===== src/rtl/vspan_pkg.sv =====
package vspan_pkg;

  // Number of elements: smallest of vector length, destination span and cap.
  function automatic int span_count(int vl_n, int span_n, int cap);
    int m;
    m = (vl_n < span_n) ? vl_n : span_n;
    return (m < cap) ? m : cap;
  endfunction

  // Register number of element offset off from base, wrapping in the file.
  function automatic int elem_reg(int base, int off, int nreg);
    return (base + off) % nreg;
  endfunction

endpackage


===== src/rtl/vspan_ctrl.sv =====
module vspan_ctrl #(
  parameter int XLEN = 32,
  parameter int VLW  = 6
) (
  input  logic           clk,
  input  logic           rst_n,
  input  logic           start,
  input  logic [VLW-1:0] vl,
  input  logic [VLW-1:0] span,
  output logic           busy,
  output logic           done,
  output logic           accept,
  output logic           last,
  output logic [VLW-1:0] idx
);
  logic [VLW-1:0] cnt_q;
  logic [VLW-1:0] cnt_d;

  assign cnt_d  = VLW'(vspan_pkg::span_count(int'(vl), int'(span), XLEN));
  assign accept = start && !busy;
  assign last   = busy && (idx == cnt_q - 1'b1);

  always_ff @(posedge clk) begin
    if (!rst_n) begin
      busy  <= 1'b0;
      done  <= 1'b0;
      idx   <= '0;
      cnt_q <= '0;
    end else begin
      done <= 1'b0;
      if (accept) begin
        cnt_q <= cnt_d;
        idx   <= '0;
        if (cnt_d == '0) done <= 1'b1;
        else             busy <= 1'b1;
      end else if (busy) begin
        if (last) begin
          busy <= 1'b0;
          done <= 1'b1;
        end else begin
          idx <= idx + 1'b1;
        end
      end
    end
  end
endmodule


===== src/rtl/vspan_elem_addr.sv =====
module vspan_elem_addr #(
  parameter int AW   = 5,
  parameter int VLW  = 6
) (
  input  logic [AW-1:0]  base,
  input  logic           vec,
  input  logic [VLW-1:0] idx,
  output logic [AW-1:0]  addr
);
  localparam int NREG = 1 << AW;

  assign addr = AW'(vspan_pkg::elem_reg(int'(base), vec ? int'(idx) : 0, NREG));
endmodule


===== src/rtl/vspan_dp.sv =====
module vspan_dp #(
  parameter int XLEN = 32,
  parameter int AW   = 5,
  parameter int VLW  = 6
) (
  input  logic            busy,
  input  logic [VLW-1:0]  idx,
  input  logic [XLEN-1:0] mask,
  input  logic [AW-1:0]   addr_d,
  input  logic [AW-1:0]   addr_a,
  input  logic [AW-1:0]   addr_b,
  input  logic [XLEN-1:0] data_a,
  input  logic [XLEN-1:0] data_b,
  output logic            elem_en,
  output logic            we,
  output logic [AW-1:0]   wa,
  output logic [XLEN-1:0] wd
);
  localparam int IW = $clog2(XLEN);

  function automatic logic [XLEN-1:0] src_val(logic [AW-1:0] a, logic [XLEN-1:0] d);
    return (a == '0) ? '0 : d;
  endfunction

  function automatic logic [XLEN-1:0] add_wrap(logic [XLEN-1:0] x, logic [XLEN-1:0] y);
    return x + y;
  endfunction

  assign elem_en = mask[idx[IW-1:0]];
  assign we      = busy && elem_en && (addr_d != '0);
  assign wa      = addr_d;
  assign wd      = add_wrap(src_val(addr_a, data_a), src_val(addr_b, data_b));
endmodule


===== src/rtl/vspan_add_seq.sv =====
module vspan_add_seq #(
  parameter int XLEN = 32,
  parameter int AW   = 5,
  parameter int VLW  = 6
) (
  input  logic            clk,
  input  logic            rst_n,
  input  logic            start,
  input  logic [AW-1:0]   rd_sel,
  input  logic [AW-1:0]   rs1_sel,
  input  logic [AW-1:0]   rs2_sel,
  input  logic [AW-1:0]   pred_sel,
  input  logic            rd_vec,
  input  logic            rs1_vec,
  input  logic            rs2_vec,
  input  logic [VLW-1:0]  vl,
  input  logic [VLW-1:0]  dst_span,
  output logic            busy,
  output logic            done,
  output logic [AW-1:0]   rf_ra1,
  input  logic [XLEN-1:0] rf_rd1,
  output logic [AW-1:0]   rf_ra2,
  input  logic [XLEN-1:0] rf_rd2,
  output logic [AW-1:0]   rf_rap,
  input  logic [XLEN-1:0] rf_rdp,
  output logic            rf_we,
  output logic [AW-1:0]   rf_wa,
  output logic [XLEN-1:0] rf_wd
);
  localparam int NOPS = 3;  // 0: destination, 1: first source, 2: second source

  logic                       accept;
  logic                       last_elem;
  logic                       elem_en;
  logic [VLW-1:0]             idx;
  logic [XLEN-1:0]            mask_q;
  logic [NOPS-1:0]            vec_q;
  logic [NOPS-1:0][AW-1:0]    base_q;
  logic [NOPS-1:0][AW-1:0]    op_addr;

  vspan_ctrl #(.XLEN(XLEN), .VLW(VLW)) u_ctrl (
    .clk(clk), .rst_n(rst_n), .start(start), .vl(vl), .span(dst_span),
    .busy(busy), .done(done), .accept(accept), .last(last_elem), .idx(idx)
  );

  assign rf_rap = pred_sel;

  always_ff @(posedge clk) begin
    if (!rst_n) begin
      mask_q <= '0;
      vec_q  <= '0;
      base_q <= '0;
    end else if (accept) begin
      mask_q    <= (pred_sel == '0) ? '0 : rf_rdp;
      vec_q     <= {rs2_vec, rs1_vec, rd_vec};
      base_q[0] <= rd_sel;
      base_q[1] <= rs1_sel;
      base_q[2] <= rs2_sel;
    end
  end

  for (genvar g = 0; g < NOPS; g++) begin : g_addr
    vspan_elem_addr #(.AW(AW), .VLW(VLW)) u_addr (
      .base(base_q[g]), .vec(vec_q[g]), .idx(idx), .addr(op_addr[g])
    );
  end

  assign rf_ra1 = op_addr[1];
  assign rf_ra2 = op_addr[2];

  vspan_dp #(.XLEN(XLEN), .AW(AW), .VLW(VLW)) u_dp (
    .busy(busy), .idx(idx), .mask(mask_q),
    .addr_d(op_addr[0]), .addr_a(op_addr[1]), .addr_b(op_addr[2]),
    .data_a(rf_rd1), .data_b(rf_rd2),
    .elem_en(elem_en), .we(rf_we), .wa(rf_wa), .wd(rf_wd)
  );
endmodule


===== config.mk =====
export PLATFORM = sky130hd
export DESIGN_NAME = vspan_add_seq
export DESIGN_NICKNAME = d
export VERILOG_FILES = /design/src/rtl/vspan_pkg.sv /design/src/rtl/vspan_ctrl.sv /design/src/rtl/vspan_elem_addr.sv /design/src/rtl/vspan_dp.sv /design/src/rtl/vspan_add_seq.sv
export SDC_FILE = /design/constraint.sdc
export NUM_CORES = 1
export LEC_CHECK = 0
export ABC_AREA = 0
export ABC_CLOCK_PERIOD_IN_PS = 5360
export BUFFER_PORTS_ARGS = -buffer_cell sky130_fd_sc_hd__buf_2
export CAP_MARGIN = 40
export CELL_PAD_IN_SITES_DETAIL_PLACEMENT = 1
export CELL_PAD_IN_SITES_GLOBAL_PLACEMENT = 1
export CORE_MARGIN = 5
export CORE_UTILIZATION = 37
export CTS_CLUSTER_DIAMETER = 30
export DETAILED_ROUTE_END_ITERATION = 8
export PLACE_DENSITY = 0.92
export SLEW_MARGIN = 20
export SYNTH_ARGS = -nofsm -noshare
export SYNTH_HDL_FRONTEND = slang
export SYNTH_SLANG_ARGS = --single-unit

===== constraint.sdc =====
create_clock -name clk -period 5.36 [get_ports clk]
set_input_delay 0.536 -clock clk [delete_from_list [all_inputs] [get_ports clk]]
set_output_delay 0.536 -clock clk [all_outputs]
set_load 0.1 [all_outputs]

==> flow_metrics.tcl, run 1 <==
set metrics [dict create \
    ys_seq_area_share_pct 23.0 \
    slew_violations 0 \
    ys_types 61 \
    synthesis.area_sq_mm 0.00557 \
    layout-drive-gt1-share_pct 37.2 \
    numCtsBuffers 9 \
    p_int_mw 1.55 \
    netlist.area_leader.share_pct 23.0 \
    postRouteAntennaNets 0 \
    wl_per_cell_um 19.8 \
    initial_core_util_pct 38.0 \
    htree_levels 3 \
    critPathLaunchType "flop" \
    critical_path_arrival_ps 4730 \
    postCtsHoldBufs 0 \
    syn_area_per_cell_sq_um 8.21 \
    max_stage_delay_ps 440 \
    slew_headroom_pct 60.8 \
    clkTransAtPathRegs_ps 50 \
    fin_nets 1045 \
    power_frac_clock_pct 20.5 \
    period_share_pct 98.2 \
    fin_ws_ps 94.9 \
    die_area_sq_mm 0.0176 \
    worst_pin_slew_ps 585 \
    overflow 0 \
    vias 5894 \
    synth_ff_type "dfxtp_1" \
    period_minus_slack_ps 5270 \
    port_buffers 188 \
    die_w_um 133 \
    critPathSlowestCell "ha_1" \
    drt-total-wl_um 20700 \
    cp.required_ps 4820 \
    grt_pass1_wl_um 31900 \
    min_path_type "input pin to flop" \
    synth.most_common_cell "nand2_1" \
    drt_iter0_drc 259 \
    grt_util_all_layers_pct 22.0 \
    switchingPower_mw 1.44 \
    num_rows 44 \
    post-place-ws_ps 205 \
    synthArstFlopShare_pct 0 \
    power_density_mw_per_mm2 366 \
    synth.area.top_cells "dfxtp_1 (23%), ha_1 (11%), nor2b_1 (7.5%)" \
    antenna_found_initial 1 \
    clk_latency_ps 330 \
    p_leak_nw 3.72 \
    vdd_ir_drop_max_mv 0.184 \
    r2r_setup_slack_ps 2970 \
    synth-seq-cells 64 \
    core_area_sq_mm 0.0146 \
    cts_tree "yes" \
    drtPass1Iterations 4 \
    crit_type "flop to output port" \
    syn_nets 866 \
    hpwl_um 15900 \
    drc 0 \
    p_comb_share_pct 61.9 \
    fmax_mhz 190 \
    synth.largest_area_cell "dfxtp_1" \
    syn_inst 678 \
    synthToLayoutAreaGrowth_pct 46.2 \
    antennaDiodeCount 0 \
    critPathCaptureType "output port" \
    p_sw_share_pct 48.2 \
    nFillCells 1705 \
    setup_viol 0 \
    rsz0062_at_grt "yes" \
    critical_path.cell_chain "and2_1 -> ha_1 -> fa_2 -> a21o_1 -> a21oi_4 -> xnor2_4 -> nor3_4 -> buf_4 -> buf_12 -> nor2b_1 -> ha_1 -> o21ai_1 -> a221oi_2 -> nand2_1 -> a21oi_4 -> a31oi_4 -> o21ai_2 -> xor2_4 -> buf_12" \
    grt_pass1_vias 6317 \
    status "finished, final reports clean" \
    grt_max_degree 36 \
    max_cap_viol_count 0 \
    place_congestion 0.919 \
    cp_max_fo 15 \
    cts.sinks 64 \
    p_seq_share_pct 17.6 \
    die_h_um 133 \
    clock_tree.root_cell "clkbuf_16" \
    clock_skew_ps 4.35 \
    synth_edf_count 0 \
    routed_via_density 5.64 \
    final-hold-violation-count 0 \
    hold_ws_ps 416 \
    ys_warn_count 0 \
    io-pin-count 189 \
    clock_path_buffers 2 \
    synth_commonest_cells "nand2_1 (78), nor2b_1 (67), dfxtp_1 (64)" \
]
==> cell usage in the layout, fill, tap and decap left out, types with 14 or more instances in the layout <==
master / count
ha_1: 40
nand2_1: 77
o21ai_0: 15
a21boi_0: 19
dfxtp_1: 64
a22o_1: 32
a21o_1: 18
buf_12: 29
xnor2_1: 14
nor2_1: 23
buf_2: 160
buf_4: 20
inv_1: 23
and2_1: 14
nor2b_1: 65
a21oi_1: 37
==> power by group through the flow <==
stage | clock network (mW) | registers (mW) | logic (mW)
2_1_floorplan | 0 | 0.533 | 1.24
3_3_place_gp | 0 | 0.533 | 1.75
3_5_place_dp | 0 | 0.535 | 1.79
4_1_cts | 0.622 | 0.526 | 1.80
5_1_grt | 0.644 | 0.529 | 1.92
6_report | 0.610 | 0.526 | 1.85
==> cells by family (layout without fill, tap and decap cells) <==
logic type	count (synthesis)	in the layout	synth area share, %
XOR/XNOR	50	50	7.87
adder cells (fa/ha/maj)	54	54	12.7
AO/OA/AOI/OAI	194	194	24.9
multiplexers	13	13	4.58
flip-flops	64	64	23.0
AND/OR/NAND/NOR	237	237	21.8
buffers and inverters	66	249	5.12
==> state kept, by name, summed over array words and instances, names as in the netlist <==
name          count
base_q           15
mask_q           32
u_ctrl.busy       1
u_ctrl.cnt_q      6
u_ctrl.done       1
u_ctrl.idx        6
vec_q             3
==> timing repair <==
item | in CTS | in global routing
setup buffers | 1 | 4
cloned | 0 | 1
pin swaps | 1 | 3
endpoints found under the setup margin | 9 | 15
gates resized for setup | 9 | 25
==> worst max-delay path: cells and delay by family (launching register included) <==
kind	cells	cell delay, ps
AOI/OAI and AO/OA	7	1650
and+or+nand+nor	4	580
adders and majority gates	3	1040
DFF	1	340
buffers and inverters	3	480
xor gates and xnor gates	2	290
==> routing by layer <==
metal | GRT usage (%) | up-vias | part of all wire (%)
met5 | 0 | - | 0.043
met4 | 7.51 | 2 | 3.5
met3 | 4.59 | 70 | 5.6
met2 | 42.1 | 204 | 53
met1 | 23.9 | 2854 | 38
li1 | - | 2764 | -
==> path summary, 6_finish.rpt <==
check,startpoint,end,cells after the start
worst min-delay path,rf_rdp[9],mask_q[9],2
worst max-delay path,vec_q[1],rf_wd[28],19
worst min register to register,base_q[12],base_q[12],2
worst max register to register,u_ctrl.cnt_q[0],u_ctrl.idx[5],8
==> through the flow <==
stage / cells / power [mW] / TNS (ps) / util (%) / cell area [sq um]
after floorplan: 678 / 1.77 / -331 / - / 6090
after global placement: 1022 / 2.28 / 0 / 51.9 / 7600
after detailed placement: 1023 / 2.32 / 0 / 52.0 / 7610
after CTS: 1039 / 2.95 / 0 / 54.5 / 7980
after global routing: 1045 / 3.10 / -414 / 55.6 / 8140
final: 1045 / 2.98 / 0 / 55.6 / 8140
==> cell type report <==
cell class	instances	area [sq um]	area share (%)
multi-input combinational	548	4670	57.3
clock inverter	6	85.1	1.05
sequential	64	1280	15.7
timing repair buffer	211	1570	19.3
tap	184	230	2.83
clock buffer	9	225	2.77
inverter	23	86.3	1.06
(Power assumes the default switching activity.)
==> inputs of run 2 (changes only) <==
==> constraint.sdc (replaced) <==
create_clock -name clk -period 5.36 [get_ports clk]
set_input_delay 1.34 -clock clk [delete_from_list [all_inputs] [get_ports clk]]
set_output_delay 1.34 -clock clk [all_outputs]
set_load 0.1 [all_outputs]
==> run 2 against run 1 <==
  * The run now fails in global routing (5_1_grt)
  * Synthesized area unchanged
  * Synthesized cell count stayed put
==> flow_metrics.tcl, run 2 <==
set metrics [dict create \
    initial_core_util_pct 38.0 \
    syn_inst 678 \
    firstError "[ERROR GRT-0232] Routing congestion too high. Check the congestion heatmap in the GUI." \
    num_rows 44 \
    synthesis.area_sq_mm 0.00557 \
    antenna_found_initial 4 \
    overflow 2 \
    synth_commonest_cells "nand2_1 (78), nor2b_1 (67), dfxtp_1 (64)" \
    synth_edf_count 0 \
    haltStage "global routing (5_1_grt)" \
    netlist.area_leader.share_pct 23.0 \
    place_congestion 0.927 \
    syn_nets 866 \
    synth.area.top_cells "dfxtp_1 (23%), ha_1 (11%), nor2b_1 (7.5%)" \
    status "stopped before the end" \
    io-pin-count 189 \
    synth-seq-cells 64 \
    worstEpCategory "primary output" \
    die_h_um 133 \
    htree_levels 3 \
    grt_max_degree 36 \
    postGrtWorstEndpoint "rf_wd[29]" \
    die_w_um 133 \
    port_buffers 188 \
    syn_area_per_cell_sq_um 8.21 \
    synthArstFlopShare_pct 0 \
    postCtsHoldBufs 0 \
    synth.most_common_cell "nand2_1" \
    clock_path_buffers 2 \
    numCtsBuffers 9 \
    grt_util_all_layers_pct 60.3 \
    ys_types 61 \
    synth_ff_type "dfxtp_1" \
    ys_seq_area_share_pct 23.0 \
    synth.largest_area_cell "dfxtp_1" \
    clock_tree.root_cell "clkbuf_16" \
    hpwl_um 19300 \
    ys_warn_count 0 \
    place_area_sq_mm 0.00898 \
    cts.sinks 64 \
]
[run 2: cell counts after synthesis]
No cell type changed its count.
[run 2: cell families after synthesis]
| kind of cell | Yosys count | synth area share, % |
|---|---|---|
| simple gates | 237 | 21.8 |
| compound gates | 194 | 24.9 |
| buf+inv | 66 | 5.12 |
| flops | 64 | 23.0 |
| fa+ha+maj | 54 | 12.7 |
| xor+xnor | 50 | 7.87 |
| mux | 13 | 4.58 |
[run 2: metal layers]
layer	GRT overflow	global-route usage (%)
met1	0	58.5
met2	1	84.6
met3	0	36.3
met4	1	63.7
met5	0	1.11
[run 2: stage by stage]
stage / std cells / TNS [ps] / hold slack, ps / setup WS, ps
global placement: 1118 / -1380 / 456 / -196
detailed placement: 1120 / -4830 / 458 / -441
floorplan: 678 / -12950 / 444 / -723
CTS: 1173 / -7200 / 481 / -469
[run 2: timing repair]
item / CTS
gates cloned: 1
pin swaps: 57
hold endpoints to repair: 0
buffers inserted: 37
gates resized for setup: 82
setup endpoints to repair: 27
==> inputs of run 3 (changes only) <==
--- a/config.mk
+++ b/config.mk
@@ -9,13 +9,10 @@
 export ABC_CLOCK_PERIOD_IN_PS = 5360
 export BUFFER_PORTS_ARGS = -buffer_cell sky130_fd_sc_hd__buf_2
 export CAP_MARGIN = 40
-export CELL_PAD_IN_SITES_DETAIL_PLACEMENT = 1
-export CELL_PAD_IN_SITES_GLOBAL_PLACEMENT = 1
 export CORE_MARGIN = 5
-export CORE_UTILIZATION = 37
-export CTS_CLUSTER_DIAMETER = 30
+export CORE_UTILIZATION = 40
 export DETAILED_ROUTE_END_ITERATION = 8
-export PLACE_DENSITY = 0.92
+export PLACE_DENSITY_LB_ADDON = 0.15
 export SLEW_MARGIN = 20
 export SYNTH_ARGS = -nofsm -noshare
 export SYNTH_HDL_FRONTEND = slang
==> run 3 against run 2 <==
  * The flow now finishes, with violations (negative setup slack)
==> flow_metrics.tcl, run 3 (synthesis gave the netlist of run 1 again) <==
set metrics [dict create \
    slew_violations 0 \
    io-pin-count 189 \
    fin_ws_ps -440 \
    p_comb_share_pct 65.7 \
    synthToLayoutAreaGrowth_pct 79.9 \
    violations "negative setup slack" \
    drc 0 \
    final_area_sq_mm 0.0100 \
    fin_nets 1171 \
    critical_path_arrival_ps 4460 \
    critPathLaunchType "flop" \
    fmax_mhz 172 \
    max_cap_viol_count 0 \
    clk_latency_ps 330 \
    p_seq_share_pct 15.2 \
    cp.required_ps 4020 \
    worst_pin_slew_ps 816 \
    p_int_mw 1.90 \
    port_buffers 188 \
    vdd_ir_drop_max_mv 0.220 \
    slew_headroom_pct 45.5 \
    dp.cells 1120 \
    hold_ws_ps 468 \
    setup_viol 23 \
    die_h_um 128 \
    grt_pass1_vias 6465 \
    antenna_found_initial 0 \
    antennaDiodeCount 0 \
    numCtsBuffers 9 \
    layout_common_cells "buf_2 (158), buf_4 (121), nand2_1 (70)" \
    largest_register_ffs 32 \
    clock_skew_ps 4.54 \
    final-hold-violation-count 0 \
    rsz0062_at_grt "yes" \
    core_area_sq_mm 0.0138 \
    crit_type "flop to output port" \
    cts.sinks 64 \
    num_rows 43 \
    drt_iter0_drc 360 \
    overflow 0 \
    cts_tree "yes" \
    place_congestion 0.890 \
    critPathCaptureType "output port" \
    r2r_setup_slack_ps 3040 \
    status "finished with violations" \
    place_area_sq_mm 0.00898 \
    largest_register "mask_q" \
    hpwl_um 14700 \
    cp_max_fo 6 \
    period_share_pct 108 \
    postCtsHoldBufs 0 \
    initial_core_util_pct 40.4 \
    postRouteAntennaNets 0 \
    grt_max_degree 33 \
    fin_total_pwr_mw 3.45 \
    grt_pass1_wl_um 29900 \
    drtPass1Iterations 4 \
    power_frac_clock_pct 19.1 \
    clock_tree.root_cell "clkbuf_16" \
    drt-total-wl_um 19500 \
    switchingPower_mw 1.56 \
    routed_via_density 5.36 \
    reg.largest.list "mask_q: 32 flops, base_q: 15 flops" \
    grt_util_all_layers_pct 22.0 \
    post-place-ws_ps -185 \
    final_core_util_pct 72.7 \
    p_leak_nw 4.58 \
    final_common_cell "buf_2" \
    p_sw_share_pct 45.1 \
    die_area_sq_mm 0.0164 \
    layout-drive-gt1-share_pct 51.5 \
    vias 6260 \
    htree_levels 3 \
    die_w_um 128 \
    clock_path_buffers 2 \
    wl_per_cell_um 16.7 \
    clkTransAtPathRegs_ps 50 \
    stdcell_count 1168 \
    period_minus_slack_ps 5800 \
    power_density_mw_per_mm2 345 \
    setup_tns_ps -5970 \
    min_path_type "flop to flop" \
]
[run 3: power by group through the flow]
stage          clock (mW)  combinational, mW  sequential (mW)
2_1_floorplan           0               1.39            0.534
3_3_place_gp            0               2.06            0.532
3_5_place_dp            0               2.09            0.534
4_1_cts             0.665               2.16            0.524
5_1_grt             0.691               2.36            0.528
6_report            0.659               2.27            0.524
[run 3: final cells by class]
| cell class | instances | area [sq um] |
|---|---|---|
| Clock inverter | 6 | 108 |
| Multi-Input combinational cell | 548 | 5420 |
| Tap cell | 180 | 225 |
| Sequential cell | 64 | 1280 |
| Clock buffer | 10 | 229 |
| Timing Repair Buffer | 337 | 2670 |
| Inverter | 23 | 86.3 |
| Fill cell | 989 | 3750 |
[run 3: metal layers]
layer  part of all wire [%]  wire length [um]  vias to the layer above  track usage (%)
met4                    1.5               291                        0             6.05
met3                    4.7               907                       24             2.88
met2                     54             10400                      182             41.7
met5                      0                 0                        -                0
li1                       -                 -                     3029                -
met1                     40              7830                     3025             25.8
[run 3: final timing paths]
kind / from / end / depth (start not counted)
worst max-delay path: u_ctrl.idx[0] / rf_wd[16] / 20
worst min-delay path: base_q[13] / base_q[13] / 2
worst max register to register: u_ctrl.cnt_q[0] / u_ctrl.idx[4] / 8
worst min register to register: base_q[13] / base_q[13] / 2
[run 3: timing repair]
action                                  CTS  global route
hold endpoints to repair                  0             0
gates cloned                              0             2
endpoints found under the setup margin   23            27
pin swaps                                27            34
buffers inserted                         13            17
resized for setup                        34            54
[run 3: critical path: stages (launching register included)]
cell      delay (ps)
dfxtp_2          320
and2_4           160
ha_4             150
fa_2             380
a21o_1           210
a21oi_4          210
xnor2_4           90
nor3_4           270
buf_6            150
buf_6            110
nor2b_1           50
ha_1             290
a211oi_1         440
a221oi_4         130
buf_4            170
a21oi_2          180
o31ai_4          100
a21o_1           210
a21oi_4          180
xnor2_4          150
buf_12           190
